`src/rtl/fsup_pkg.sv`:
```
package fsup_pkg;
    localparam int NUM_DRV = 4;
    localparam int NUM_BRG = 2;
    localparam int NUM_FLT = NUM_DRV + NUM_BRG + 4;
    localparam int FRAME_W = 16;

    localparam int BIT_OV  = NUM_DRV + NUM_BRG;
    localparam int BIT_UV  = BIT_OV + 1;
    localparam int BIT_TW  = BIT_OV + 2;
    localparam int BIT_TSD = BIT_OV + 3;

    localparam int BIT_CFG_WR  = FRAME_W - 1;
    localparam int BIT_OV_MODE = FRAME_W - 2;

    typedef enum logic [1:0] {
        LINK_IDLE   = 2'd0,
        LINK_SHIFT  = 2'd1,
        LINK_COMMIT = 2'd2
    } link_state_t;
endpackage

```
`src/rtl/fsup_filter.sv`:
```
module fsup_filter #(
    parameter int TH = 8
) (
    input  logic clk,
    input  logic rst_n,
    input  logic clr,
    input  logic raw_i,
    output logic hit_o
);
    localparam int CW = $clog2(TH + 1);
    localparam logic [CW-1:0] CNT_TOP = CW'(TH);

    logic [1:0]    sq;
    logic [CW-1:0] cnt;

    always_ff @(posedge clk or negedge rst_n) begin
        if (!rst_n) begin
            sq <= '0;
        end else begin
            sq <= {sq[0], raw_i};
        end
    end

    always_ff @(posedge clk or negedge rst_n) begin
        if (!rst_n) begin
            cnt <= '0;
        end else if (clr || !sq[1]) begin
            cnt <= '0;
        end else if (cnt != CNT_TOP) begin
            cnt <= cnt + CW'(1);
        end
    end

    assign hit_o = (cnt == CNT_TOP);
endmodule

```
`src/rtl/fsup_link.sv`:
```
module fsup_link
    import fsup_pkg::*;
#(
    parameter int FW = FRAME_W
) (
    input  logic          clk,
    input  logic          rst_n,
    input  logic          clr,
    input  logic          sclk_i,
    input  logic          csn_i,
    input  logic          mosi_i,
    input  logic [FW-1:0] rd_word,
    output logic          miso_o,
    output logic          miso_oe_o,
    output logic          cmd_stb,
    output logic [FW-1:0] cmd_word
);
    localparam int CNT_W = $clog2(FW + 2);
    localparam logic [CNT_W-1:0] CNT_FULL = CNT_W'(FW);
    localparam logic [CNT_W-1:0] CNT_SAT  = CNT_W'(FW + 1);

    link_state_t     state, state_nx;
    logic [2:0]      sclk_q, csn_q;
    logic [1:0]      mosi_q;
    logic [FW-1:0]   tx_sr, rx_sr;
    logic [CNT_W-1:0] bit_cnt;
    logic            sclk_rise, sclk_fall, cs_start, cs_end;

    always_ff @(posedge clk or negedge rst_n) begin
        if (!rst_n) begin
            sclk_q <= '0;
            csn_q  <= '1;
            mosi_q <= '0;
        end else begin
            sclk_q <= {sclk_q[1:0], sclk_i};
            csn_q  <= {csn_q[1:0], csn_i};
            mosi_q <= {mosi_q[0], mosi_i};
        end
    end

    always_comb begin
        sclk_rise = sclk_q[1] && !sclk_q[2];
        sclk_fall = !sclk_q[1] && sclk_q[2];
        cs_start  = !csn_q[1] && csn_q[2];
        cs_end    = csn_q[1] && !csn_q[2];
    end

    // state register
    always_ff @(posedge clk or negedge rst_n) begin
        if (!rst_n) begin
            state <= LINK_IDLE;
        end else if (clr) begin
            state <= LINK_IDLE;
        end else begin
            state <= state_nx;
        end
    end

    // transitions: frame start, frame end, frame abort, commit done
    always_comb begin
        state_nx = state;
        unique case (state)
            LINK_IDLE: begin
                if (cs_start) state_nx = LINK_SHIFT;
            end
            LINK_SHIFT: begin
                if (cs_end) state_nx = (bit_cnt == CNT_FULL) ? LINK_COMMIT : LINK_IDLE;
            end
            LINK_COMMIT: begin
                state_nx = LINK_IDLE;
            end
            default: begin
                state_nx = LINK_IDLE;
            end
        endcase
    end

    always_ff @(posedge clk or negedge rst_n) begin
        if (!rst_n) begin
            tx_sr   <= '0;
            rx_sr   <= '0;
            bit_cnt <= '0;
        end else if (clr) begin
            tx_sr   <= '0;
            rx_sr   <= '0;
            bit_cnt <= '0;
        end else if (state == LINK_IDLE && cs_start) begin
            tx_sr   <= rd_word;
            rx_sr   <= '0;
            bit_cnt <= '0;
        end else if (state == LINK_SHIFT) begin
            if (sclk_rise) begin
                rx_sr <= {rx_sr[FW-2:0], mosi_q[1]};
                if (bit_cnt != CNT_SAT) bit_cnt <= bit_cnt + CNT_W'(1);
            end
            if (sclk_fall) begin
                tx_sr <= {tx_sr[FW-2:0], 1'b0};
            end
        end
    end

    // outputs
    always_comb begin
        miso_o    = tx_sr[FW-1];
        miso_oe_o = (state == LINK_SHIFT);
        cmd_stb   = (state == LINK_COMMIT);
        cmd_word  = rx_sr;
    end
endmodule

```
`src/rtl/fault_supervisor.sv`:
```
module fault_supervisor
    import fsup_pkg::*;
#(
    parameter int OC_FILT_CYC   = 8,
    parameter int DIAG_FILT_CYC = 64
) (
    input  logic               clk,
    input  logic               rst_n,
    input  logic               en,
    input  logic [NUM_DRV-1:0] oc_raw,
    input  logic [NUM_BRG-1:0] ol_raw,
    input  logic               ov_raw,
    input  logic               uv_raw,
    input  logic               tw_raw,
    input  logic               tsd_raw,
    input  logic               spi_sclk,
    input  logic               spi_csn,
    input  logic               spi_mosi,
    output logic               spi_miso,
    output logic               spi_miso_oe,
    output logic [NUM_DRV-1:0] drv_en,
    output logic               out_hiz
);
    localparam int PAD_W = FRAME_W - NUM_FLT - 2;

    logic               clr;
    logic [NUM_FLT-1:0] raw_vec, hit, stat, wipe;
    logic               ov_mode;
    logic [1:0]         tsd_sq;
    logic               cmd_stb;
    logic [FRAME_W-1:0] cmd_word, rd_word;
    logic               rsvd_unused;

    assign clr     = !en;
    assign raw_vec = {tsd_raw, tw_raw, uv_raw, ov_raw, ol_raw, oc_raw};

    for (genvar g = 0; g < NUM_FLT; g++) begin : g_flt
        localparam int TH = (g < NUM_DRV) ? OC_FILT_CYC : DIAG_FILT_CYC;
        fsup_filter #(.TH(TH)) u_flt (
            .clk   (clk),
            .rst_n (rst_n),
            .clr   (clr),
            .raw_i (raw_vec[g]),
            .hit_o (hit[g])
        );
    end

    always_ff @(posedge clk or negedge rst_n) begin
        if (!rst_n) begin
            tsd_sq <= '0;
        end else begin
            tsd_sq <= {tsd_sq[0], tsd_raw};
        end
    end

    fsup_link #(.FW(FRAME_W)) u_link (
        .clk       (clk),
        .rst_n     (rst_n),
        .clr       (clr),
        .sclk_i    (spi_sclk),
        .csn_i     (spi_csn),
        .mosi_i    (spi_mosi),
        .rd_word   (rd_word),
        .miso_o    (spi_miso),
        .miso_oe_o (spi_miso_oe),
        .cmd_stb   (cmd_stb),
        .cmd_word  (cmd_word)
    );

    assign rsvd_unused = &{1'b0, cmd_word[FRAME_W-3:NUM_FLT]};

    always_comb begin
        wipe = '0;
        if (cmd_stb) wipe = cmd_word[NUM_FLT-1:0];
        if (tsd_sq[1]) wipe[BIT_TSD] = 1'b0;
    end

    always_ff @(posedge clk or negedge rst_n) begin
        if (!rst_n) begin
            stat <= '0;
        end else if (clr) begin
            stat <= '0;
        end else begin
            stat <= (stat & ~wipe) | hit;
        end
    end

    always_ff @(posedge clk or negedge rst_n) begin
        if (!rst_n) begin
            ov_mode <= 1'b0;
        end else if (clr) begin
            ov_mode <= 1'b0;
        end else if (cmd_stb && cmd_word[BIT_CFG_WR]) begin
            ov_mode <= cmd_word[BIT_OV_MODE];
        end
    end

    always_comb begin
        out_hiz = clr || stat[BIT_UV] || stat[BIT_TSD] || (stat[BIT_OV] && !ov_mode);
        drv_en  = out_hiz ? '0 : ~stat[NUM_DRV-1:0];
        rd_word = {out_hiz, ov_mode, {PAD_W{1'b0}}, stat};
    end
endmodule

```
`config.mk`:
```
export PLATFORM = sky130hd
export DESIGN_NAME = fault_supervisor
export DESIGN_NICKNAME = d
export VERILOG_FILES = /design/src/rtl/fsup_pkg.sv /design/src/rtl/fsup_filter.sv /design/src/rtl/fsup_link.sv /design/src/rtl/fault_supervisor.sv
export SDC_FILE = /design/constraint.sdc
export NUM_CORES = 1
export LEC_CHECK = 0
export BUFFER_PORTS_ARGS = -buffer_cell sky130_fd_sc_hd__buf_2
export CAP_MARGIN = 30
export CORE_ASPECT_RATIO = 0.5
export CORE_UTILIZATION = 42
export CTS_BUF_LIST = sky130_fd_sc_hd__clkbuf_4 sky130_fd_sc_hd__clkbuf_8
export CTS_CLUSTER_SIZE = 12
export DETAILED_ROUTE_END_ITERATION = 7
export PLACE_DENSITY_LB_ADDON = 0.3
export SYNTH_ARGS = -nofsm -noshare
export SYNTH_HDL_FRONTEND = slang
export SYNTH_SLANG_ARGS = --single-unit
```
`constraint.sdc`:
```
create_clock -name clk -period 2.05 [get_ports clk]
set_input_delay 0.1025 -clock clk [delete_from_list [all_inputs] [get_ports clk]]
set_output_delay 0.1025 -clock clk [all_outputs]
set_load 0.02 [all_outputs]
```
==> results of run 1 <==
-- layout make-up --
| type | instances | area [um2] | area share [%] |
|---|---|---|---|
| clock buffer | 22 | 284.0 | 4.039 |
| clock inverter | 9 | 147.6 | 2.100 |
| inverter | 26 | 97.59 | 1.388 |
| multi-input combinational | 417 | 2484 | 35.32 |
| sequential | 136 | 3407 | 48.45 |
| tap | 192 | 240.2 | 3.416 |
| timing repair buffer | 48 | 371.6 | 5.285 |
-- placed cells by master (no fill, tap or decap), types with 10 or more instances in the layout --
master,Yosys,layout
dfrtp_1,133,133
nand2_1,94,94
a21oi_1,51,51
nor2_1,38,38
nand3_1,28,28
inv_1,26,26
o21ai_0,26,26
ha_1,23,23
buf_2,5,21
clkbuf_8,0,19
or3_1,17,17
xor2_1,16,16
dlygate4sd3_1,0,14
o21ai_1,13,13
nor2b_1,11,11
o21a_1,11,11
a31oi_1,11,11
buf_4,2,10
-- worst max-delay path, cell delays in order, from the launching register on --
cell and delay, ns:
dfrtp_1 0.40, or2_1 0.25, or3b_4 0.43, nor2_1 0.15, buf_2 0.19
-- registers in the layout, indices dropped and copies added (netlist names) --
register and count:
u_link.tx_sr 16, tsd_sq 1, u_link.state 2, stat 10, ov_mode 1, u_link.mosi_q 2, g_flt.u_flt.sq 19, u_link.sclk_q 3
u_link.cmd_word 16, u_link.bit_cnt 5, u_link.csn_q 3, g_flt.u_flt.cnt 58
-- logic make-up after synthesis --
logic type	share of synthesized area, %
and+or+nand+nor	19.92
DFF	56.14
AOI/OAI and AO/OA	11.83
buffers and inverters	3.072
xor gates and xnor gates	3.464
adders and majority gates	4.742
muxes	0.8248
-- per-stage QoR --
stage	instances	utilization (%)	area (um2)	power [uW]
2_1_floorplan	599	-	6068	2983
5_1_grt	850	50.91	7032	5730
4_1_cts	850	50.91	7032	5587
3_3_place_gp	805	46.75	6457	3111
6_report	850	50.91	7032	5511
3_5_place_dp	805	46.75	6457	3120
-- path summary, 6_finish.rpt --
path,startpoint,endpoint,cells past startpoint
worst max-delay path,stat[7],drv_en[1],4
worst min-delay path,rst_n,g_flt[4].u_flt.cnt[6],2
worst max register to register,u_link.csn_q[2],u_link.bit_cnt[2],3
worst min register to register,g_flt[6].u_flt.sq[0],g_flt[6].u_flt.sq[1],0
max in group asynchronous,rst_n,u_link.tx_sr[10],3
min in group clk,en,stat[5],3
-- power groups by stage --
stage	combinational (uW)	clock, uW	sequential [uW]
floorplan	152	0	2830
global placement	275	0	2840
detailed placement	282	0	2840
CTS	305	2500	2790
global route	342	2590	2790
finish	297	2430	2790
-- Yosys cell counts (2+ instances only) --
library cell / instances / area (um2)
nand3_1: 28 / 140.1
xnor2_1: 8 / 70.07
o21a_1: 11 / 82.58
a31oi_1: 11 / 68.82
nor2_1: 38 / 142.6
inv_1: 26 / 97.59
nor2b_1: 11 / 68.82
or4_4: 4 / 45.04
buf_4: 2 / 15.01
o21ai_0: 26 / 130.1
dfstp_2: 3 / 78.83
o31ai_1: 2 / 15.01
clkbuf_1: 11 / 41.29
nand2b_1: 5 / 31.28
dfrtp_1: 133 / 3328
buf_1: 2 / 7.510
a21boi_0: 9 / 67.56
a21oi_1: 51 / 255.2
nand4_1: 2 / 12.51
or3_1: 17 / 106.4
ha_1: 23 / 287.8
nand3b_1: 5 / 37.54
nor3_1: 9 / 45.04
buf_2: 5 / 25.02
nor3b_1: 6 / 45.04
nand4bb_1: 4 / 45.04
o21ai_1: 13 / 65.06
nand2_1: 94 / 352.8
xor2_1: 16 / 140.1
and3_1: 2 / 12.51
nor4b_1: 2 / 17.52
nor4bb_1: 2 / 20.02
mux2i_1: 5 / 50.05
-- layer usage --
| layer | wire length [um] | global-route usage [%] | share of wire [%] |
|---|---|---|---|
| met5 | 0 | 0 | 0 |
| met4 | 148 | 6.758 | 1.3 |
| met3 | 280 | 4.134 | 2.5 |
| met2 | 4925 | 25.37 | 44 |
| met1 | 5864 | 23.58 | 52 |
-- timing repair --
item | CTS | global route
hold buffers | 14 | 0
resized for setup | 1 | 0
hold endpoints to repair | 86 | 0
setup endpoints to repair | 1 | 0
==> results_dict.tcl, run 1 <==
set metrics [dict create \
    status "complete, no violations" \
    die_h_um 87.00 \
    drt_iter0_drc 261 \
    clock-sinks 136 \
    ys_seq_area_share_pct 56.14 \
    firstDrtPassIters 6 \
    setup-tns-final_ns 0 \
    nets 685 \
    rsz0062_at_grt "false" \
    syn2layout_area_growth_pct 15.88 \
    cts-root-buf "clkbuf_8" \
    dp_slack_ns 0.2010 \
    p_seq_share_pct 50.6 \
    n_fill_cell 1269 \
    via_per_inst 4.994 \
    crit_arrival_ns 1.85 \
    ys_async_sr_fraction_pct 100.0 \
    grt_max_degree 61 \
    place_congestion 0.7378 \
    diodes 0 \
    post_cts_buffers 0 \
    crit_type "flip-flop to primary output" \
    cts_made_buffers 17 \
    power.density_mw_per_mm2 783.8 \
    synth.avg_cell_area_um2 10.13 \
    grt_pass1_vias 4164 \
    syn_nets 638 \
    synthesis.instances 599 \
    fin_ws_ns 0.09673 \
    clockBufferDepth 2 \
    rows 30 \
    p_switching_uw 1238 \
    clk_pin_slew_ns 0.08 \
    tritoncts "built" \
    synth_cell_types 46 \
    cp_max_fo 5 \
    fmax_mhz 512.0 \
    finalCritPeriodShare_pct 95.28 \
    core_mm2 0.01381 \
    start_util_pct 43.93 \
    htree_levels 4 \
    ys_ff_latch 136 \
    drtAntennaViolNets 0 \
    synth_edf_count 0 \
    dp_hpwl_mm 7.116 \
    vdd.ir_drop.worst_uv 369.9 \
    wl_mm 11.22 \
    swShare_pct 22.47 \
    drive_gt1_share_pct 11.85 \
    relSlewSlack_pct 63.34 \
    via_count 4245 \
    ys_warn_count 0 \
    io_pins 23 \
    syn_area_mm2 0.006068 \
    cp-end-kind "primary output" \
    drc 0 \
    grt_antenna_before_repair 0 \
    hold_violations 0 \
    critPathLaunchType "flip-flop" \
    grt_pass1_wl_mm 19.55 \
    max-cap-violations 0 \
    dieArea_mm2 0.01496 \
    wire_per_inst_um 13.20 \
    p_leak_uw 0.003036 \
    clk_latency_ns 0.44 \
    fp.dieW_um 172.0 \
    min_path_type "input port to asynchronous set/reset pin" \
    grt_overflow_total 0 \
    io_buffers 22 \
    synth_flop_cell "dfrtp_1" \
    clkPwrFrac_pct 44.0 \
    r2r_slack_ns 0.21 \
    pwr-share-comb_pct 5.4 \
    fin_skew_ns 0.01156 \
    period_needed_ns 1.953 \
    gr-usage-all-layers_pct 16.89 \
    required_ns 1.95 \
    drv_slew 0 \
    tightest_slew_ns 0.5485 \
    setup_viol 0 \
    hold_ws_ns 0.1692 \
    intPower_uw 4273 \
]
Power figures use the tool's default switching activity.
==> inputs of run 2 (changes only) <==
--- a/config.mk
+++ b/config.mk
@@ -10,2 +10,3 @@
 export CORE_ASPECT_RATIO = 0.5
+export CORE_MARGIN = 3
 export CORE_UTILIZATION = 42
==> constraint.sdc (replaced) <==
create_clock -name clk -period 2.05 [get_ports clk]
set_input_delay 0.41 -clock clk [delete_from_list [all_inputs] [get_ports clk]]
set_output_delay 0.41 -clock clk [all_outputs]
set_load 0.02 [all_outputs]
==> results_dict.tcl, run 2 (same netlist as run 1, synthesis figures left out) <==
set metrics [dict create \
    hold_violations 0 \
    pwr-share-comb_pct 5.5 \
    dp_slack_ns 0.1938 \
    vdd.ir_drop.worst_uv 470.4 \
    min_path_cells 1 \
    power.density_mw_per_mm2 753.1 \
    fin_ws_ns -0.08656 \
    clkPwrFrac_pct 40.8 \
    largest_registers "g_flt.u_flt.cnt x58, g_flt.u_flt.sq x19" \
    fp.dieW_um 176.0 \
    dieArea_mm2 0.01601 \
    cts_made_buffers 17 \
    top_register "g_flt.u_flt.cnt" \
    reg2reg_to "u_link.tx_sr[10]" \
    mostFrequentLayoutCell "dfrtp_1" \
    syn2layout_area_growth_pct 13.53 \
    gr-usage-all-layers_pct 15.19 \
    required_ns 1.64 \
    period_needed_ns 2.137 \
    tritoncts "built" \
    relSlewSlack_pct 57.96 \
    nets 674 \
    start_util_pct 43.81 \
    drtAntennaViolNets 0 \
    fin_skew_ns 0.01411 \
    violations "negative setup slack" \
    clockBufferDepth 2 \
    dp_hpwl_mm 7.194 \
    diodes 0 \
    critPathLaunchType "flip-flop" \
    final_cell_mix "dfrtp_1, nand2_1, a21oi_1, nor2_1, nand3_1" \
    grt_pass1_wl_mm 19.82 \
    io_buffers 22 \
    drv_slew 0 \
    grt_max_degree 47 \
    fmax_mhz 468.0 \
    status "complete, but fails checks" \
    hold_ws_ns 0.07349 \
    grt_pass1_vias 4142 \
    cp-end-kind "primary output" \
    setup-tns-final_ns -0.2808 \
    firstDrtPassIters 5 \
    core_mm2 0.01385 \
    intPower_uw 3947 \
    clock-sinks 136 \
    instances_no_fill 839 \
    p_switching_uw 1241 \
    setup_viol 5 \
    largest_reg_flops 58 \
    place_congestion 0.7771 \
    drc 0 \
    wl_mm 11.11 \
    min_to "u_link.csn_q[0]" \
    r2r_slack_ns 0.21 \
    n_fill_cell 1253 \
    p_seq_share_pct 53.7 \
    crit_type "flip-flop to primary output" \
    rsz0062_at_grt "true" \
    r2r-start "u_link.csn_q[2]" \
    dp.cells 805 \
    htree_levels 4 \
    io_pins 23 \
    via_count 4247 \
    hold_start "spi_csn" \
    grt_overflow_total 0 \
    postLayoutCoreUtil_pct 49.74 \
    clk_latency_ns 0.43 \
    die_h_um 91.00 \
    crit_arrival_ns 1.73 \
    max-cap-violations 0 \
    cts-root-buf "clkbuf_8" \
    reg2regPathDepth 4 \
    min_path_type "input port to flip-flop" \
    finalCritPeriodShare_pct 104.2 \
    cp_max_fo 5 \
    multiInputGateArea_mm2 0.002486 \
    clk_pin_slew_ns 0.07 \
    drive_gt1_share_pct 12.52 \
    tightest_slew_ns 0.6290 \
    drt_iter0_drc 291 \
    p_leak_uw 0.002978 \
    via_per_inst 5.062 \
    grt_antenna_before_repair 0 \
    wire_per_inst_um 13.24 \
    register_area_mm2 0.003407 \
    swShare_pct 23.92 \
    rows 30 \
]
[run 2: how the worst max path moves through the flow]
stage                          startpoint           endpoint  slack [ns]  cells past startpoint
after detailed placement  u_link.csn_q[2]   u_link.tx_sr[10]        0.19                      4
final                             stat[9]          drv_en[2]       -0.09                      4
after floorplan                   stat[7]          drv_en[0]        0.18                      4
after global placement    u_link.csn_q[2]  u_link.bit_cnt[0]        0.25                      4
after global routing              stat[7]          drv_en[2]       -0.15                      4
after CTS                         stat[7]          drv_en[2]        -0.1                      4
[run 2: worst max-delay path, stage by stage (launching register included)]
cell and delay (ns):
dfrtp_1 0.39, or2_1 0.23, or3b_4 0.42, nor2_1 0.11, buf_4 0.15
[run 2: repair_timing]
action	in CTS	in global routing
hold buffers	1	0
endpoints found under the setup margin	5	5
hold endpoints to repair	43	0
gates resized for setup	5	2
setup buffers	2	0
[run 2: metrics by stage]
stage / area (um2) / total power (uW)
6_report: 6889 / 5188
4_1_cts: 6883 / 5257
5_1_grt: 6889 / 5436
3_5_place_dp: 6470 / 3122
3_3_place_gp: 6470 / 3116
2_1_floorplan: 6068 / 2983
[run 2: final cells by class]
| cell class | count | area share (%) |
|---|---|---|
| clock inverter | 7 | 1.017 |
| inverter | 26 | 1.417 |
| sequential | 136 | 49.46 |
| clock buffer | 24 | 4.432 |
| tap | 192 | 3.487 |
| timing repair buffer | 37 | 4.105 |
| multi-input combinational | 417 | 36.09 |
[run 2: power groups by stage]
stage | Combinational (uW) | Clock, uW | Sequential [uW]
after floorplan | 152 | 0 | 2830
after global placement | 279 | 0 | 2840
after detailed placement | 284 | 0 | 2840
after CTS | 291 | 2180 | 2790
after global routing | 331 | 2310 | 2790
final | 284 | 2120 | 2790
[run 2: per-layer routing]
layer  part of all wire (%)  GRT usage (%)  wire length (um)  vias to the layer above
met2                     45          22.37              4958                       55
met1                     51          21.76              5703                     2066
li1                       -              -                 -                     2116
met4                    1.2          5.398               129                        0
met3                    2.9          3.843               319                       10
met5                      0              0                 0                        -
==> inputs of run 3 (changes only) <==
Settings changed: CORE_UTILIZATION 42 to 56, TNS_END_PERCENT set to 5.
==> results_dict.tcl, run 3 (same netlist as run 1, synthesis figures left out) <==
set metrics [dict create \
    period_needed_ns 2.151 \
    cts_made_buffers 17 \
    min_path_type "input port to flip-flop" \
    firstDrtPassIters 4 \
    critPathLaunchType "flip-flop" \
    r2r-start "u_link.state[1]" \
    p_leak_uw 0.002962 \
    gr-usage-all-layers_pct 19.38 \
    via_count 4246 \
    power.density_mw_per_mm2 773.7 \
    cts-root-buf "clkbuf_8" \
    largest_registers "g_flt.u_flt.cnt x58, g_flt.u_flt.sq x19" \
    dp_slack_ns 0.1644 \
    grt_pass1_vias 4171 \
    relSlewSlack_pct 62.33 \
    grt_pass1_wl_mm 19.11 \
    mostFrequentLayoutCell "dfrtp_1" \
    io_pins 23 \
    pwr-share-comb_pct 5.3 \
    rows 26 \
    wl_mm 10.89 \
    top_register "g_flt.u_flt.cnt" \
    worstSetupStartpoint "stat[9]" \
    nets 671 \
    core_mm2 0.01038 \
    crit_type "flip-flop to primary output" \
    start_util_pct 58.48 \
    finalCritPeriodShare_pct 104.9 \
    clk_latency_ns 0.43 \
    p_seq_share_pct 52.8 \
    violations "negative setup slack" \
    fmax_mhz 465.0 \
    dp.cells 752 \
    wire_per_inst_um 13.88 \
    n_fill_cell 826 \
    tightest_slew_ns 0.5636 \
    dp_hpwl_mm 7.089 \
    syn2layout_area_growth_pct 12.43 \
    vdd.ir_drop.worst_uv 398.2 \
    instances_no_fill 785 \
    intPower_uw 4001 \
    fp.dieW_um 153.2 \
    htree_levels 4 \
    tritoncts "built" \
    hold_violations 0 \
    reg2reg_to "u_link.tx_sr[0]" \
    place_congestion 0.8121 \
    p_switching_uw 1278 \
    grt_antenna_before_repair 0 \
    worstSetupEndpoint "drv_en[1]" \
    swShare_pct 24.21 \
    p_total_uw 5279 \
    fin_skew_ns 0.01555 \
    cp_max_fo 5 \
    drv_slew 0 \
    grt_overflow_total 0 \
    clock-sinks 136 \
    r2r_slack_ns 0.29 \
    clockBufferDepth 2 \
    grt_max_degree 58 \
    cp-end-kind "primary output" \
    fin_ws_ns -0.1008 \
    reg2regPathDepth 4 \
    die_h_um 79.61 \
    clkPwrFrac_pct 41.9 \
    required_ns 1.64 \
    clk_pin_slew_ns 0.09 \
    status "complete, but fails checks" \
    post_cts_buffers 0 \
    final_cell_mix "dfrtp_1, nand2_1, a21oi_1, nor2_1, nand3_1" \
    drtAntennaViolNets 0 \
    diodes 0 \
    dieArea_mm2 0.01220 \
    via_per_inst 5.409 \
    crit_arrival_ns 1.74 \
    setup_viol 5 \
    largest_reg_flops 58 \
    io_buffers 22 \
    drt_iter0_drc 244 \
    rsz0062_at_grt "true" \
    drc 0 \
    hold_ws_ns 0.06867 \
    drive_gt1_share_pct 12.25 \
    max-cap-violations 0 \
]
## run 3: critical path, cell delays in order (launching register included)
cell	delay (ns)
dfrtp_1	0.39
or2_1	0.23
or3b_4	0.43
nor2_4	0.13
buf_6	0.13
## run 3: metal layers
layer  up-vias  GRT usage [%]  wire [um]
met3         5          3.898        253
li1       2117              -          -
met5         -              0          0
met4         0          6.400         64
met1      2076          27.63       5635
met2        48          30.22       4940
## run 3: final cells by class
| cell class | instances | area, um2 | area share (%) |
|---|---|---|---|
| inverters | 26 | 97.59 | 1.430 |
| clock buffers | 19 | 261.5 | 3.833 |
| flip-flops and latches | 136 | 3407 | 49.94 |
| well taps | 140 | 175.2 | 2.567 |
| clock inverters | 13 | 142.6 | 2.091 |
| repair buffers | 34 | 247.7 | 3.631 |
| multi-input cells | 417 | 2491 | 36.51 |
## run 3: worst min-delay path by stage
| stage | startpoint | end | slack [ns] | depth (start not counted) |
|---|---|---|---|---|
| after floorplan | rst_n | g_flt[0].u_flt.cnt[0] | 0.11 | 0 |
| after global placement | g_flt[3].u_flt.sq[0] | g_flt[3].u_flt.sq[1] | 0.33 | 0 |
| after detailed placement | rst_n | g_flt[7].u_flt.cnt[3] | 0.34 | 1 |
| after CTS | spi_csn | u_link.csn_q[0] | 0.04 | 1 |
| after global routing | spi_csn | u_link.csn_q[0] | 0.04 | 1 |
| final | spi_csn | u_link.csn_q[0] | 0.07 | 1 |
## run 3: power groups by stage
stage                     clock network [uW]  logic [uW]  registers [uW]
after floorplan                            0         152            2830
after global placement                     0         274            2840
after detailed placement                   0         280            2840
after CTS                               2270         289            2790
after global routing                    2390         325            2790
final                                   2210         282            2790
## run 3: timing repair
action / in CTS / in global routing
setup endpoints to repair: 5 / 5
endpoints found under the hold margin: 36 / 0
gates resized for setup: 8 / 0
pin swaps: 0 / 0
hold buffers: 1 / 0
## run 3: per-stage QoR
step	setup TNS [ns]	instance area (um2)	util, %
2_1_floorplan	0	6068	-
3_3_place_gp	0	6385	61.53
3_5_place_dp	0	6385	61.53
4_1_cts	-0.5503	6823	65.75
5_1_grt	-0.8788	6823	65.75
6_report	-0.4133	6823	65.75
